### config.mk
export PLATFORM = sky130hd
export DESIGN_NAME = eth_port_action_ctrl
export DESIGN_NICKNAME = d
export VERILOG_FILES = /design/src/rtl/eth_pac_pkg.sv /design/src/rtl/pac_regs.sv /design/src/rtl/pac_da_path.sv /design/src/rtl/pac_sa_path.sv /design/src/rtl/eth_port_action_ctrl.sv
export SDC_FILE = /design/constraint.sdc
export NUM_CORES = 1
export LEC_CHECK = 0
export BUFFER_PORTS_ARGS = -buffer_cell sky130_fd_sc_hd__clkbuf_2
export CAP_MARGIN = 15
export CORE_MARGIN = 2
export CORE_UTILIZATION = 35
export CTS_BUF_LIST = sky130_fd_sc_hd__clkbuf_8
export DETAILED_ROUTE_END_ITERATION = 7
export RECOVER_POWER = 50
export SLEW_MARGIN = 20
export SYNTH_ARGS = -nofsm -noshare
export SYNTH_HDL_FRONTEND = slang
export SYNTH_SLANG_ARGS = --single-unit
### constraint.sdc
create_clock -name clk -period 2.1 [get_ports clk]
set_clock_uncertainty 0.1 [all_clocks]
set_input_delay 0 -clock clk [delete_from_list [all_inputs] [get_ports clk]]
set_output_delay 0 -clock clk [all_outputs]
set_load 0.02 [all_outputs]
### src/rtl/eth_pac_pkg.sv
package eth_pac_pkg;

  typedef enum logic [1:0] {
    DA_DROP      = 2'b00,
    DA_SEARCH    = 2'b01,
    DA_SEARCH_IR = 2'b10,
    DA_UNUSED    = 2'b11
  } da_act_e;

  typedef enum logic [1:0] {
    SA_DROP    = 2'b00,
    SA_LEARN   = 2'b01,
    SA_UNUSED2 = 2'b10,
    SA_UNUSED3 = 2'b11
  } sa_act_e;

  localparam int OFS_PID  = 'h40;
  localparam int OFS_CFG  = 'h41;
  localparam int OFS_TARG = 'h42;
  localparam int OFS_STAT = 'h43;

  localparam int CFG_CRC_BIT  = 1;
  localparam int TARG_DA_LSB  = 4;
  localparam int TARG_SA_LSB  = 6;
  localparam int STAT_IRQ_BIT = 0;

endpackage

### src/rtl/pac_regs.sv
module pac_regs
  import eth_pac_pkg::*;
#(
  parameter int ADDR_W    = 8,
  parameter int PID_W     = 6,
  parameter int CHIP_BASE = 0
) (
  input  logic              clk,
  input  logic              rst,
  input  logic              wr_en,
  input  logic              rd_en,
  input  logic [ADDR_W-1:0] addr,
  input  logic [7:0]        wdata,
  input  logic              irq_flag,
  output logic [7:0]        rdata,
  output logic [PID_W-1:0]  port_id,
  output logic              crc_en,
  output da_act_e           da_act,
  output sa_act_e           sa_act,
  output logic              irq_clr
);

  localparam logic [ADDR_W-1:0] A_PID  = ADDR_W'(CHIP_BASE + OFS_PID);
  localparam logic [ADDR_W-1:0] A_CFG  = ADDR_W'(CHIP_BASE + OFS_CFG);
  localparam logic [ADDR_W-1:0] A_TARG = ADDR_W'(CHIP_BASE + OFS_TARG);
  localparam logic [ADDR_W-1:0] A_STAT = ADDR_W'(CHIP_BASE + OFS_STAT);

  logic [1:0] da_q, sa_q;
  logic [7:0] rd_mux;

  assign da_act  = da_act_e'(da_q);
  assign sa_act  = sa_act_e'(sa_q);
  assign irq_clr = wr_en && (addr == A_STAT) && wdata[STAT_IRQ_BIT];

  always_ff @(posedge clk) begin
    if (rst) begin
      port_id <= '0;
      crc_en  <= 1'b0;
      da_q    <= 2'b00;
      sa_q    <= 2'b00;
    end else if (wr_en) begin
      if (addr == A_PID)  port_id <= wdata[PID_W-1:0];
      if (addr == A_CFG)  crc_en  <= wdata[CFG_CRC_BIT];
      if (addr == A_TARG) begin
        da_q <= wdata[TARG_DA_LSB +: 2];
        sa_q <= wdata[TARG_SA_LSB +: 2];
      end
    end
  end

  always_comb begin
    rd_mux = 8'h00;
    if (addr == A_PID) begin
      rd_mux[PID_W-1:0] = port_id;
    end else if (addr == A_CFG) begin
      rd_mux[CFG_CRC_BIT] = crc_en;
    end else if (addr == A_TARG) begin
      rd_mux[TARG_DA_LSB +: 2] = da_q;
      rd_mux[TARG_SA_LSB +: 2] = sa_q;
    end else if (addr == A_STAT) begin
      rd_mux[STAT_IRQ_BIT] = irq_flag;
    end
  end

  always_ff @(posedge clk) begin
    if (rst)        rdata <= 8'h00;
    else if (rd_en) rdata <= rd_mux;
    else            rdata <= 8'h00;
  end

  AST_RDATA_IDLE: assert property (@(posedge clk) disable iff (rst)
    !$past(rd_en) |-> (rdata == 8'h00));

  AST_PID_UPPER_ZERO: assert property (@(posedge clk) disable iff (rst)
    ($past(rd_en) && $past(addr) == A_PID) |-> (rdata[7:PID_W] == '0));

  AST_TARG_LOW_ZERO: assert property (@(posedge clk) disable iff (rst)
    ($past(rd_en) && $past(addr) == A_TARG) |-> (rdata[3:0] == 4'h0));

endmodule

### src/rtl/pac_da_path.sv
module pac_da_path
  import eth_pac_pkg::*;
#(
  parameter int MAC_W = 48
) (
  input  logic             clk,
  input  logic             rst,
  input  logic             da_valid,
  input  logic [MAC_W-1:0] da_addr,
  input  da_act_e          da_act,
  input  logic             irq_clr,
  output logic             search_req,
  output logic [MAC_W-1:0] search_addr,
  output logic             irq
);

  logic take, raise;

  assign take  = da_valid && (da_act == DA_SEARCH || da_act == DA_SEARCH_IR);
  assign raise = da_valid && (da_act == DA_SEARCH_IR);

  always_ff @(posedge clk) begin
    if (rst) begin
      search_req  <= 1'b0;
      search_addr <= '0;
      irq         <= 1'b0;
    end else begin
      search_req <= take;
      if (take) search_addr <= da_addr;
      if (raise)        irq <= 1'b1;
      else if (irq_clr) irq <= 1'b0;
    end
  end

  AST_DA_REQ_AFTER_STROBE: assert property (@(posedge clk) disable iff (rst)
    search_req |-> $past(da_valid));

  AST_IRQ_STICKY: assert property (@(posedge clk) disable iff (rst)
    ($past(irq) && !$past(irq_clr)) |-> irq);

  AST_IRQ_CAUSE: assert property (@(posedge clk) disable iff (rst)
    $rose(irq) |-> ($past(da_valid) && search_req));

endmodule

### src/rtl/pac_sa_path.sv
module pac_sa_path
  import eth_pac_pkg::*;
#(
  parameter int MAC_W = 48,
  parameter int PID_W = 6
) (
  input  logic             clk,
  input  logic             rst,
  input  logic             sa_valid,
  input  logic [MAC_W-1:0] sa_addr,
  input  sa_act_e          sa_act,
  input  logic             frame_end,
  input  logic             crc_err,
  input  logic             speed_10,
  input  logic             crc_en,
  input  logic [PID_W-1:0] port_id,
  output logic             learn_req,
  output logic [MAC_W-1:0] learn_addr,
  output logic [PID_W-1:0] learn_port
);

  logic             pending;
  logic [MAC_W-1:0] held;
  logic             accept, veto;

  assign accept = sa_valid && (sa_act == SA_LEARN);
  assign veto   = crc_en && speed_10 && crc_err;

  always_ff @(posedge clk) begin
    if (rst) begin
      pending    <= 1'b0;
      held       <= '0;
      learn_req  <= 1'b0;
      learn_addr <= '0;
      learn_port <= '0;
    end else begin
      learn_req <= 1'b0;
      if (frame_end) begin
        pending <= 1'b0;
        if ((pending || accept) && !veto) begin
          learn_req  <= 1'b1;
          learn_addr <= accept ? sa_addr : held;
          learn_port <= port_id;
        end
      end else if (accept) begin
        pending <= 1'b1;
        held    <= sa_addr;
      end
    end
  end

  AST_SA_AFTER_END: assert property (@(posedge clk) disable iff (rst)
    learn_req |-> $past(frame_end));

  AST_SA_CRC_VETO: assert property (@(posedge clk) disable iff (rst)
    learn_req |-> !($past(crc_en) && $past(speed_10) && $past(crc_err)));

  AST_SA_SINGLE_PULSE: assert property (@(posedge clk) disable iff (rst)
    learn_req |=> !learn_req || $past(frame_end));

endmodule

### src/rtl/eth_port_action_ctrl.sv
module eth_port_action_ctrl
  import eth_pac_pkg::*;
#(
  parameter int ADDR_W    = 8,
  parameter int MAC_W     = 48,
  parameter int PID_W     = 6,
  parameter int CHIP_BASE = 0
) (
  input  logic              clk,
  input  logic              rst,
  input  logic              reg_wr_en,
  input  logic              reg_rd_en,
  input  logic [ADDR_W-1:0] reg_addr,
  input  logic [7:0]        reg_wdata,
  output logic [7:0]        reg_rdata,
  input  logic              da_valid,
  input  logic [MAC_W-1:0]  da_addr,
  input  logic              sa_valid,
  input  logic [MAC_W-1:0]  sa_addr,
  input  logic              frame_end,
  input  logic              crc_err,
  input  logic              speed_10,
  output logic              da_search_req,
  output logic [MAC_W-1:0]  da_search_addr,
  output logic              sa_learn_req,
  output logic [MAC_W-1:0]  sa_learn_addr,
  output logic [PID_W-1:0]  sa_learn_port,
  output logic              cpu_irq
);

  logic [PID_W-1:0] port_id;
  logic             crc_en;
  da_act_e          da_act;
  sa_act_e          sa_act;
  logic             irq_clr;

  pac_regs #(
    .ADDR_W(ADDR_W), .PID_W(PID_W), .CHIP_BASE(CHIP_BASE)
  ) u_regs (
    .clk(clk), .rst(rst),
    .wr_en(reg_wr_en), .rd_en(reg_rd_en), .addr(reg_addr), .wdata(reg_wdata),
    .irq_flag(cpu_irq), .rdata(reg_rdata),
    .port_id(port_id), .crc_en(crc_en), .da_act(da_act), .sa_act(sa_act),
    .irq_clr(irq_clr)
  );

  pac_da_path #(.MAC_W(MAC_W)) u_da (
    .clk(clk), .rst(rst),
    .da_valid(da_valid), .da_addr(da_addr), .da_act(da_act), .irq_clr(irq_clr),
    .search_req(da_search_req), .search_addr(da_search_addr), .irq(cpu_irq)
  );

  pac_sa_path #(.MAC_W(MAC_W), .PID_W(PID_W)) u_sa (
    .clk(clk), .rst(rst),
    .sa_valid(sa_valid), .sa_addr(sa_addr), .sa_act(sa_act),
    .frame_end(frame_end), .crc_err(crc_err), .speed_10(speed_10),
    .crc_en(crc_en), .port_id(port_id),
    .learn_req(sa_learn_req), .learn_addr(sa_learn_addr), .learn_port(sa_learn_port)
  );

  AST_NO_LEARN_AFTER_RESET: assert property (@(posedge clk) disable iff (rst)
    $past(rst) |-> (!sa_learn_req && !da_search_req && !cpu_irq));

endmodule

==> reports/qor.yml <==
status:
  status: "finished, final reports clean"
synthesis:
  synth_most_common_cell: "nand2_1"
  synth_edf_count: 0
  yosys.area.top_type: "dfxtp_1"
  netlist_instances: 971
  synth_seq_cells: 173
  ys.flop_type: "dfxtp_1"
  synth_area_leaders: "dfxtp_1 45%, nand2_1 14%, a2111o_1 7.0%"
  async_reset_ff_share_pct: 0
  syn-mean-instance-area_um2: 7.97
  yosysTopAreaCellShare_pct: 44.7
  yosys-top-cells-count: "290 x nand2_1, 173 x dfxtp_1, 101 x nor2_1"
  netlist_area_um2: 7740
  ys_types: 34
  synth_nets: 1093
  yosysSeqAreaShare_pct: 44.7
  synth_warnings: 0
detailed_routing:
  routed_wl_mm: 25.3
  post_drt_wl_per_cell_um: 15.7
  drtPass1Iterations: 5
  drt-initial-drc-count: 451
  drtAntennaViolNets: 0
  vias_per_cell: 5.03
  via_count: 8100
  drc: 0
setup_path:
  crit_path_top_delay_cell: "dlygate4sd3_1"
  path_max_fanout: 6
  timing.rr.start: "u_regs.sa_act[0]"
  crit_cells: 6
  max_stage_delay_ns: 0.58
  reg2regPathDepth: 5
  crit_arrival_ns: 2.31
  worst_setup_path_start_kind: "primary input"
  critical_path_required_ns: 2.41
  startpoint: "reg_addr[5]"
  cp_cell_sequence: "dlygate4sd3_1 > clkbuf_1 > nor4b_2 > and3_2 > mux2i_1 > dlygate4sd3_1"
  r2r-end: "u_sa.held[22]"
  crit_top_cell: "dlygate4sd3_1"
  critPathKind: "in -> reg"
  crit_end: "u_regs.port_id[3]"
  crit_buf_inv: 3
  endpoint_kind: "flop"
  ff2ff_setup_slack_ns: 0.15
  crit_family: "buffers and inverters"
cells_and_area:
  nNetsFinal: 1437
  fin_area_um2: 11000
  syn_to_final_growth_pct: 42.2
  drive_above_1_share_pct: 14.5
  instances_no_fill: 1611
  fin_util_pct: 50.6
grt:
  grt_pass1_vias: 7978
  grt_use_total_pct: 21.3
  overflow: 0
  grt_first_pass_wirelength_mm: 40.7
  grt_max_degree: 97
  antenna_found_initial: 3
sta:
  worst_pin_slew_ns: 0.757
  setup_viol: 0
  max-slew-margin-rel_pct: 49.5
  maxSlewViolCount: 0
  hold_violations: 0
  rsz0062_at_grt: "no"
  final.setup.tns_ns: 0
  fin_crit_ns: 2.01
  fmaxAchievable_mhz: 498
  post-route-period-util_pct: 95.6
placed_design:
  postPlaceCellArea_um2: 9160
  dp_hpwl_mm: 15.0
  port_buffers: 233
  dpl.cell_count: 1419
  place_congestion: 0.780
clock_tree:
  clk_pin_slew_ns: 0.10
  cts_max_level: 4
  cts_tree: "done"
  cts-root-buf: "clkbuf_8"
  numClockSinks: 173
  cts_buffer_depth: 2
  clkLatencyLatePin_ns: 0.46
  numCtsBuffers: 17
power:
  ir_drop_mv: 0.360
  leakage_nw: 4.11
  p_total_mw: 6.36
  p_per_area_nw_per_um2: 578
floorplan:
  chipWidth_um: 153
  io_pins: 234
  rows: 54
  coreArea_um2: 21800
  dieArea_um2: 23300
  chipHeight_um: 153
  start_util_pct: 35.6
job:
  maxCapViolCount: 0
min_path:
  hold_class: "in -> reg"
  whs_path_depth: 4
per-stage QoR:
stage                     setup WS [ns]  hold WS (ns)
after floorplan                   0.499       0.00972
after global placement            0.511         0.122
after detailed placement          0.478         0.129
after CTS                        0.0165        0.0527
after global routing             0.0251         0.109
final                            0.0931        0.0968
layout make-up:
| type | instances | area [um2] |
|---|---|---|
| flip-flops and latches | 173 | 3470 |
| diodes | 3 | 7.51 |
| clock inverters | 15 | 200 |
| inverters | 1 | 3.75 |
| multi-input cells | 708 | 3920 |
| repair buffers | 414 | 2830 |
| fillers | 2169 | 10700 |
| clock buffers | 17 | 234 |
| well taps | 280 | 350 |
registers in the layout (all words and copies together) (netlist names):
| signal | flops |
|---|---|
| u_regs.sa_act | 2 |
| u_da.search_req | 1 |
| u_sa.learn_addr | 48 |
| u_sa.pending | 1 |
| u_regs.rdata | 8 |
| u_regs.crc_en | 1 |
| u_regs.port_id | 6 |
| u_sa.held | 48 |
| u_sa.learn_req | 1 |
| u_regs.da_act | 2 |
| u_da.search_addr | 48 |
| u_da.irq | 1 |
| u_sa.learn_port | 6 |
layer usage:
layer  wire length (um)  GRT usage [%]  up-vias  share of wire (%)
li1                   -              -     4058                  -
met1              10800           25.8     3753                 43
met3               1670           5.38       29                6.6
met2              12300           36.7      260                 49
met4                501           7.10        0                2.0
met5                  0              0        -                  0
worst min path at each step:
stage,startpoint,to,slack (ns)
after floorplan,reg_wdata[0],u_da.irq,0.01
after global placement,da_addr[37],u_da.search_addr[37],0.12
after detailed placement,da_addr[46],u_da.search_addr[46],0.13
after CTS,crc_err,u_sa.learn_req,0.05
after global routing,frame_end,u_sa.learn_addr[44],0.11
final,frame_end,u_sa.learn_addr[44],0.1
where the power goes:
| group | internal (mW) | switching, mW | leakage, nW |
|---|---|---|---|
| sequential | 3.28 | 0.00106 | 1.39 |
| combinational | 0.271 | 0.232 | 2.51 |
| clock | 1.22 | 1.36 | 0.214 |
worst register-to-register path: cells and delay by family, from the launching register on:
kind | cells | cell delay [ns]
and+or+nand+nor | 2 | 0.39
AOI/OAI and AO/OA | 1 | 0.12
DFF | 1 | 0.44
buffers and inverters | 2 | 0.87
timing repair:
| item | 4_1_cts | 5_1_grt |
|---|---|---|
| endpoints found under the setup margin | 0 | 7 |
| hold buffers | 153 | 0 |
| resized for setup | 0 | 1 |
| endpoints found under the hold margin | 167 | 0 |
| buffers inserted | 0 | 4 |
placed cells by master (no fill, tap or decap), drive strengths merged:
| cell | n |
|---|---|
| dlygate4sd3 | 153 |
| nand3 | 2 |
| nor2b | 1 |
| nand2 | 290 |
| and4b | 48 |
| nor4 | 1 |
| nand4 | 1 |
| nor4b | 2 |
| inv | 9 |
| o211a | 1 |
| diode | 3 |
| nor2 | 101 |
| and3 | 8 |
| a22oi | 3 |
| nor3 | 3 |
| and4bb | 1 |
| a21oi | 97 |
| bufinv | 3 |
| buf | 28 |
| nand3b | 2 |
| clkinv | 2 |
| mux2i | 17 |
| a2111o | 48 |
| clkbuf | 250 |
| nand2b | 26 |
| dfxtp | 173 |
| nand4bb | 1 |
| o211ai | 1 |
| a311oi | 1 |
| mux2 | 1 |
| clkinvlp | 2 |
| nor4bb | 1 |
| a31oi | 48 |
| and3b | 2 |
| ha | 1 |
cell families after synthesis:
kind of cell / Yosys count / share of synthesized area (%)
AOI/OAI and AO/OA: 199 / 17.8
adders and majority gates: 1 / 0.162
buffers and inverters: 90 / 5.00
DFF: 173 / 44.7
muxes: 18 / 2.34
and+or+nand+nor: 490 / 29.9
No activity file was read; power rests on OpenSTA's default activity.
